$ cat src/rtl/pps_regen_pkg.sv
package pps_regen_pkg;

  // Countdown phase of the regenerator
  typedef enum logic [1:0] {
    PH_IDLE = 2'd0,
    PH_BASE = 2'd1,
    PH_PLL  = 2'd2
  } phase_e;

  // Fixed corrections added back to the programmed fields
  localparam int BASE_ADJ = 1;
  localparam int PLL_ADJ  = 4;
  localparam int MULT_ADJ = 2;

endpackage

$ cat src/rtl/pps_rise_detect.sv
module pps_rise_detect (
  input  logic clk,
  input  logic rst,
  input  logic level_in,
  output logic rise_o
);

  logic level_q;

  always_ff @(posedge clk) begin
    if (rst) level_q <= 1'b1;
    else     level_q <= level_in;
  end

  // The previous sample resets high, so a level that is already high
  // when reset ends is not taken as an edge.
  assign rise_o = level_in & ~level_q;


  rise_not_twice_chk: assert property (@(posedge clk) disable iff (rst)
    rise_o |=> !rise_o);

endmodule

$ cat src/rtl/pps_countdown.sv
module pps_countdown #(
  parameter int W   = 8,
  parameter int ADJ = 1
) (
  input  logic         clk,
  input  logic         rst,
  input  logic         clear,
  input  logic         load,
  input  logic [W-1:0] load_val,
  input  logic         step,
  output logic         done_o
);

  localparam int CW = $clog2((2 ** W) + ADJ);

  logic [CW-1:0] cnt;

  always_ff @(posedge clk) begin
    if (rst || clear) begin
      cnt <= '0;
    end else if (load) begin
      cnt <= CW'(load_val) + CW'(ADJ);
    end else if (step && cnt != '0) begin
      cnt <= cnt - CW'(1);
    end
  end

  assign done_o = step && !load && (cnt == CW'(1));


  cnt_parked_chk: assert property (@(posedge clk) disable iff (rst)
    (cnt == '0 && !load) |=> (cnt == '0));


  done_empties_chk: assert property (@(posedge clk) disable iff (rst)
    (done_o && !clear) |=> (cnt == '0));

endmodule

$ cat src/rtl/pps_ref_divider.sv
module pps_ref_divider #(
  parameter int DW  = 2,
  parameter int ADJ = 2
) (
  input  logic          clk,
  input  logic          rst,
  input  logic          run,
  input  logic [DW-1:0] sel,
  output logic          wrap_o
);

  localparam int MW = $clog2((2 ** DW) + ADJ);

  logic [MW-1:0] cnt;
  logic [MW-1:0] last;

  assign last   = MW'(sel) + MW'(ADJ) - MW'(1);
  assign wrap_o = run && (cnt == last);

  always_ff @(posedge clk) begin
    if (rst || !run) cnt <= '0;
    else if (wrap_o) cnt <= '0;
    else             cnt <= cnt + MW'(1);
  end


  div_in_range_chk: assert property (@(posedge clk) disable iff (rst)
    run |-> (cnt <= last));


  div_idle_zero_chk: assert property (@(posedge clk) disable iff (rst)
    !run |=> (cnt == '0));

endmodule

$ cat src/rtl/pps_radio_regen.sv
module pps_radio_regen
  import pps_regen_pkg::*;
#(
  parameter int BASE_W = 8,
  parameter int PLL_W  = 26,
  parameter int MULT_W = 2
) (
  input  logic              clk,
  input  logic              rst,
  input  logic              enable,
  input  logic              pps_in,
  input  logic              base_tick,
  input  logic [BASE_W-1:0] base_delay,
  input  logic [PLL_W-1:0]  pll_delay,
  input  logic [MULT_W-1:0] mult_sel,
  output logic              pps_out
);

  phase_e phase, phase_nx;
  logic   rise, start;
  logic   base_done, pll_done, ref_wrap;
  logic   fire;

  pps_rise_detect u_rise (
    .clk      (clk),
    .rst      (rst),
    .level_in (pps_in),
    .rise_o   (rise)
  );

  assign start = enable && rise;

  // Base-reference phase: counts base edges to the aligned edge
  pps_countdown #(.W(BASE_W), .ADJ(BASE_ADJ)) u_base_cnt (
    .clk      (clk),
    .rst      (rst),
    .clear    (!enable || (phase != PH_BASE && !start)),
    .load     (start),
    .load_val (base_delay),
    .step     (base_tick && phase == PH_BASE),
    .done_o   (base_done)
  );

  // Radio-to-PLL-reference divider, aligned at entry of the PLL phase
  pps_ref_divider #(.DW(MULT_W), .ADJ(MULT_ADJ)) u_div (
    .clk    (clk),
    .rst    (rst),
    .run    (enable && !start && phase == PH_PLL),
    .sel    (mult_sel),
    .wrap_o (ref_wrap)
  );

  // PLL-reference phase: counts PLL periods to the output edge
  pps_countdown #(.W(PLL_W), .ADJ(PLL_ADJ)) u_pll_cnt (
    .clk      (clk),
    .rst      (rst),
    .clear    (!enable || start),
    .load     (enable && phase == PH_BASE && base_done && !start),
    .load_val (pll_delay),
    .step     (ref_wrap),
    .done_o   (pll_done)
  );

  assign fire = enable && !start && phase == PH_PLL && pll_done;

  always_comb begin
    phase_nx = phase;
    if (!enable) begin
      phase_nx = PH_IDLE;
    end else if (rise) begin
      phase_nx = PH_BASE;
    end else begin
      case (phase)
        PH_BASE: if (base_done) phase_nx = PH_PLL;
        PH_PLL:  if (pll_done)  phase_nx = PH_IDLE;
        default: phase_nx = PH_IDLE;
      endcase
    end
  end

  always_ff @(posedge clk) begin
    if (rst) begin
      phase   <= PH_IDLE;
      pps_out <= 1'b0;
    end else begin
      phase   <= phase_nx;
      pps_out <= fire;
    end
  end


  pulse_single_chk: assert property (@(posedge clk) disable iff (rst)
    pps_out |=> !pps_out);


  pulse_after_pll_chk: assert property (@(posedge clk) disable iff (rst)
    $rose(pps_out) |-> ($past(phase) == PH_PLL));


  disabled_quiet_chk: assert property (@(posedge clk) disable iff (rst)
    !enable |=> (!pps_out && phase == PH_IDLE));


  restart_chk: assert property (@(posedge clk) disable iff (rst)
    (enable && rise) |=> (phase == PH_BASE && !pps_out));


  reset_idle_chk: assert property (@(posedge clk)
    $past(rst) |-> (phase == PH_IDLE && !pps_out));

endmodule

$ cat config.mk
export PLATFORM = sky130hd
export DESIGN_NAME = pps_radio_regen
export DESIGN_NICKNAME = d
export VERILOG_FILES = /design/src/rtl/pps_regen_pkg.sv /design/src/rtl/pps_rise_detect.sv /design/src/rtl/pps_countdown.sv /design/src/rtl/pps_ref_divider.sv /design/src/rtl/pps_radio_regen.sv
export SDC_FILE = /design/constraint.sdc
export NUM_CORES = 1
export LEC_CHECK = 0
export BUFFER_PORTS_ARGS = -buffer_cell sky130_fd_sc_hd__buf_2
export CAP_MARGIN = 20
export CORE_MARGIN = 4
export CORE_UTILIZATION = 52
export CTS_CLUSTER_SIZE = 24
export DETAILED_ROUTE_END_ITERATION = 12
export PLACE_DENSITY = 0.76
export SLEW_MARGIN = 30
export SYNTH_ARGS = -nofsm -noshare
export SYNTH_HDL_FRONTEND = slang
export SYNTH_SLANG_ARGS = --single-unit
$ cat constraint.sdc
create_clock -name clk -period 2.2 [get_ports clk]
set_input_delay 0.22 -clock clk [delete_from_list [all_inputs] [get_ports clk]]
set_output_delay 0.22 -clock clk [all_outputs]
set_load 0.01 [all_outputs]
==> results.py <==
metrics = {
    "critical_path": {
        "worstPathArrival_ns": 2.45,
        "cp.required_ns": 2.44,
        "r2r-start": "u_pll_cnt.cnt[1]",
        "path_max_fanout": 3,
        "path_delay_family": "simple AND/OR/NAND/NOR gates",
        "crit_path_start": "u_pll_cnt.cnt[1]",
        "cp-start-kind": "flop",
        "rr_worst_depth": 7,
        "worstPathBufferInverterCount": 1,
        "worstPathCellList": "inv_2, ha_4, or3b_4, or3_4, or4_4, o32a_1, a21oi_2",
        "crit_slowest_cell": "or4_4",
        "crit_type": "reg2reg",
        "critical-path-max-stage-delay_ns": 0.42,
        "rrSetupSlack_ns": -0.01,
        "endpoint_kind": "flop",
        "r2r_end": "u_pll_cnt.cnt[16]",
    },
    "min_path": {
        "hold_end": "pps_out",
        "holdCritStartpoint": "rst",
        "holdCritPathClass": "in2reg",
        "hold_depth": 2,
    },
    "sta": {
        "finalHoldViolations": 0,
        "relSlewSlack": 0.625,
        "rsz0062_at_grt": "yes",
        "final_max_slew_viol_count": 0,
        "setup_viol": 1,
        "fmax_ghz": 0.452,
        "fin_skew_ns": 0.00541,
        "finalWorstSetupSlack_ns": -0.0119,
        "fin_crit_sh": 1.01,
        "worst_slew_pin_slew_ns": 0.563,
        "fin_crit_ns": 2.21,
    },
    "drt": {
        "dr.pass1.iters": 5,
        "ant_nets": 0,
        "wl_um": 8140,
        "drc": 0,
        "viasPerCell": 5.90,
        "wl_per_cell_um": 16.0,
        "drt_first_iter_violations": 299,
        "num_vias": 3002,
    },
    "clock_network": {
        "clockBufferDepth": 2,
        "cts_sinks": 43,
        "cts_tree": "built",
        "numCtsBuffers": 5,
        "htreeDepth": 2,
        "root_buffer": "clkbuf_8",
        "path_clk_slew_ns": 0.08,
        "clk_latency_ns": 0.31,
    },
    "global_route": {
        "grt_usage": 0.236,
        "grt_pass1_vias": 2842,
        "grt_pass1_wl_um": 13500,
        "antenna_found_initial": 0,
        "overflow": 0,
        "grt_max_degree": 28,
    },
    "floorplan": {
        "io_pins": 42,
        "start_util": 0.536,
        "row_count": 27,
        "dieArea_um2": 6950,
        "die_h_um": 83.3,
        "die-width_um": 83.3,
        "core_area_um2": 5510,
    },
    "final_layout": {
        "drive_gt1_frac": 0.231,
        "fin_area_um2": 3570,
        "layout_commonest_cell": "xnor2_1",
        "syn2layout_area_growth_pct": 21.1,
        "fin_nets": 487,
        "antennaDiodeCount": 0,
        "layout_common_cells": "xnor2_1, buf_2, dfxtp_1",
    },
    "yosys": {
        "async_flop_share": 0,
        "ys_seq_area_frac": 0.292,
        "syn-num-nets": 423,
        "avgSynthCellArea_um2": 7.93,
        "postSynthCellCount": 372,
        "ys.flop_type": "dfxtp_1",
        "ys_types": 47,
        "synth.cell_area_um2": 2950,
        "synth_edf_count": 0,
        "yosysWarnings": 0,
        "ys_seq_elements": 43,
    },
    "outcome": {
        "status": "finished with violations",
        "violations": "setup timing",
    },
    "place": {
        "place_ws_ns": -0.0931,
        "portBuffers": 41,
        "gp_congestion": 0.918,
        "place_area_um2": 3410,
        "hpwl_um": 6150,
    },
    "power": {
        "peakVddDrop_mv": 0.377,
        "finalPower_w": 0.00145,
        "p_per_area_nw_per_um2": 405,
        "p_leak_nw": 1.33,
    },
    "run": {
        "cap_violations": 0,
    },
}
## layer usage
metal	vias up	global-route usage	share of wire
met2	113	0.377	0.46
met1	1388	0.325	0.46
met3	9	0.0407	0.074
li1	1492	-	-
met5	-	0	0
met4	0	0.0684	0.013
## stage by stage
stage / cells / hold slack [ns] / util / setup TNS (ns)
finish: 509 / 0.0854 / 0.649 / -0.0119
global route: 509 / 0.0943 / 0.649 / -0.155
CTS: 506 / 0.0806 / 0.638 / -0.0440
detailed placement: 498 / 0.410 / 0.619 / -0.183
global placement: 498 / 0.406 / 0.619 / 0
floorplan: 372 / 0.292 / - / -0.0272
## layout make-up
| cell class | count | area, um^2 |
|---|---|---|
| multi-input cells | 308 | 2060 |
| fillers | 500 | 1930 |
| flip-flops and latches | 43 | 863 |
| repair buffers | 69 | 444 |
| well taps | 72 | 90.1 |
| clock buffers | 6 | 72.6 |
| inverters | 9 | 33.8 |
| clock inverters | 2 | 12.5 |
## what timing repair did
action,4_1_cts,5_1_grt
setup endpoints to repair,1,11
resized for setup,4,8
gates cloned,0,0
setup buffers,0,3
hold buffers,0,0
pin swaps,2,4
## where the power goes
group,total (W),switching [W],internal (W)
sequential,0.000780,0.00000115,0.000779
combinational,0.000150,0.0000846,0.0000656
clock,0.000517,0.000295,0.000222
total,0.00145,0.000380,0.00107
## state kept, by name (all words and copies together), names as in the netlist
name	count
u_div.cnt	3
pps_out	1
u_base_cnt.cnt	9
u_rise.level_q	1
phase	2
u_pll_cnt.cnt	27
## worst reg2reg max path, stage by stage (launching register included)
cell and delay, ns:
dfxtp_2 0.33, inv_2 0.08, ha_4 0.14, or3b_4 0.38, or3_4 0.34, or4_4 0.42
o32a_1 0.32, a21oi_2 0.13
## logic make-up after synthesis
group | synth area share
AND/OR/NAND/NOR | 0.318
AO/OA/AOI/OAI | 0.147
XOR/XNOR | 0.166
flip-flops | 0.292
buffers and inverters | 0.0280
adder cells (fa/ha/maj) | 0.0424
multiplexers | 0.00678
## Yosys cell counts (all sizes together), types with 10 or more instances
cell | count | share of area
a21oi | 21 | 0.036
nand2 | 22 | 0.028
o21ai | 19 | 0.032
and3 | 11 | 0.024
nand4 | 12 | 0.025
nand3 | 22 | 0.037
xnor2 | 42 | 0.12
dfxtp | 43 | 0.29
ha | 10 | 0.042
xor2 | 14 | 0.042
nor3 | 15 | 0.027
a211oi | 11 | 0.028
nor4 | 16 | 0.038
nor2 | 32 | 0.041
## how the worst max path moves through the flow
stage	end	slack [ns]	cells after the start
global placement	u_pll_cnt.cnt[16]	0.02	7
floorplan	u_pll_cnt.cnt[16]	-0.03	8
global route	u_pll_cnt.cnt[16]	-0.09	7
finish	u_pll_cnt.cnt[16]	-0.01	7
CTS	u_pll_cnt.cnt[16]	-0.04	7
detailed placement	u_pll_cnt.cnt[7]	-0.09	9
Power figures use the tool's default switching activity.
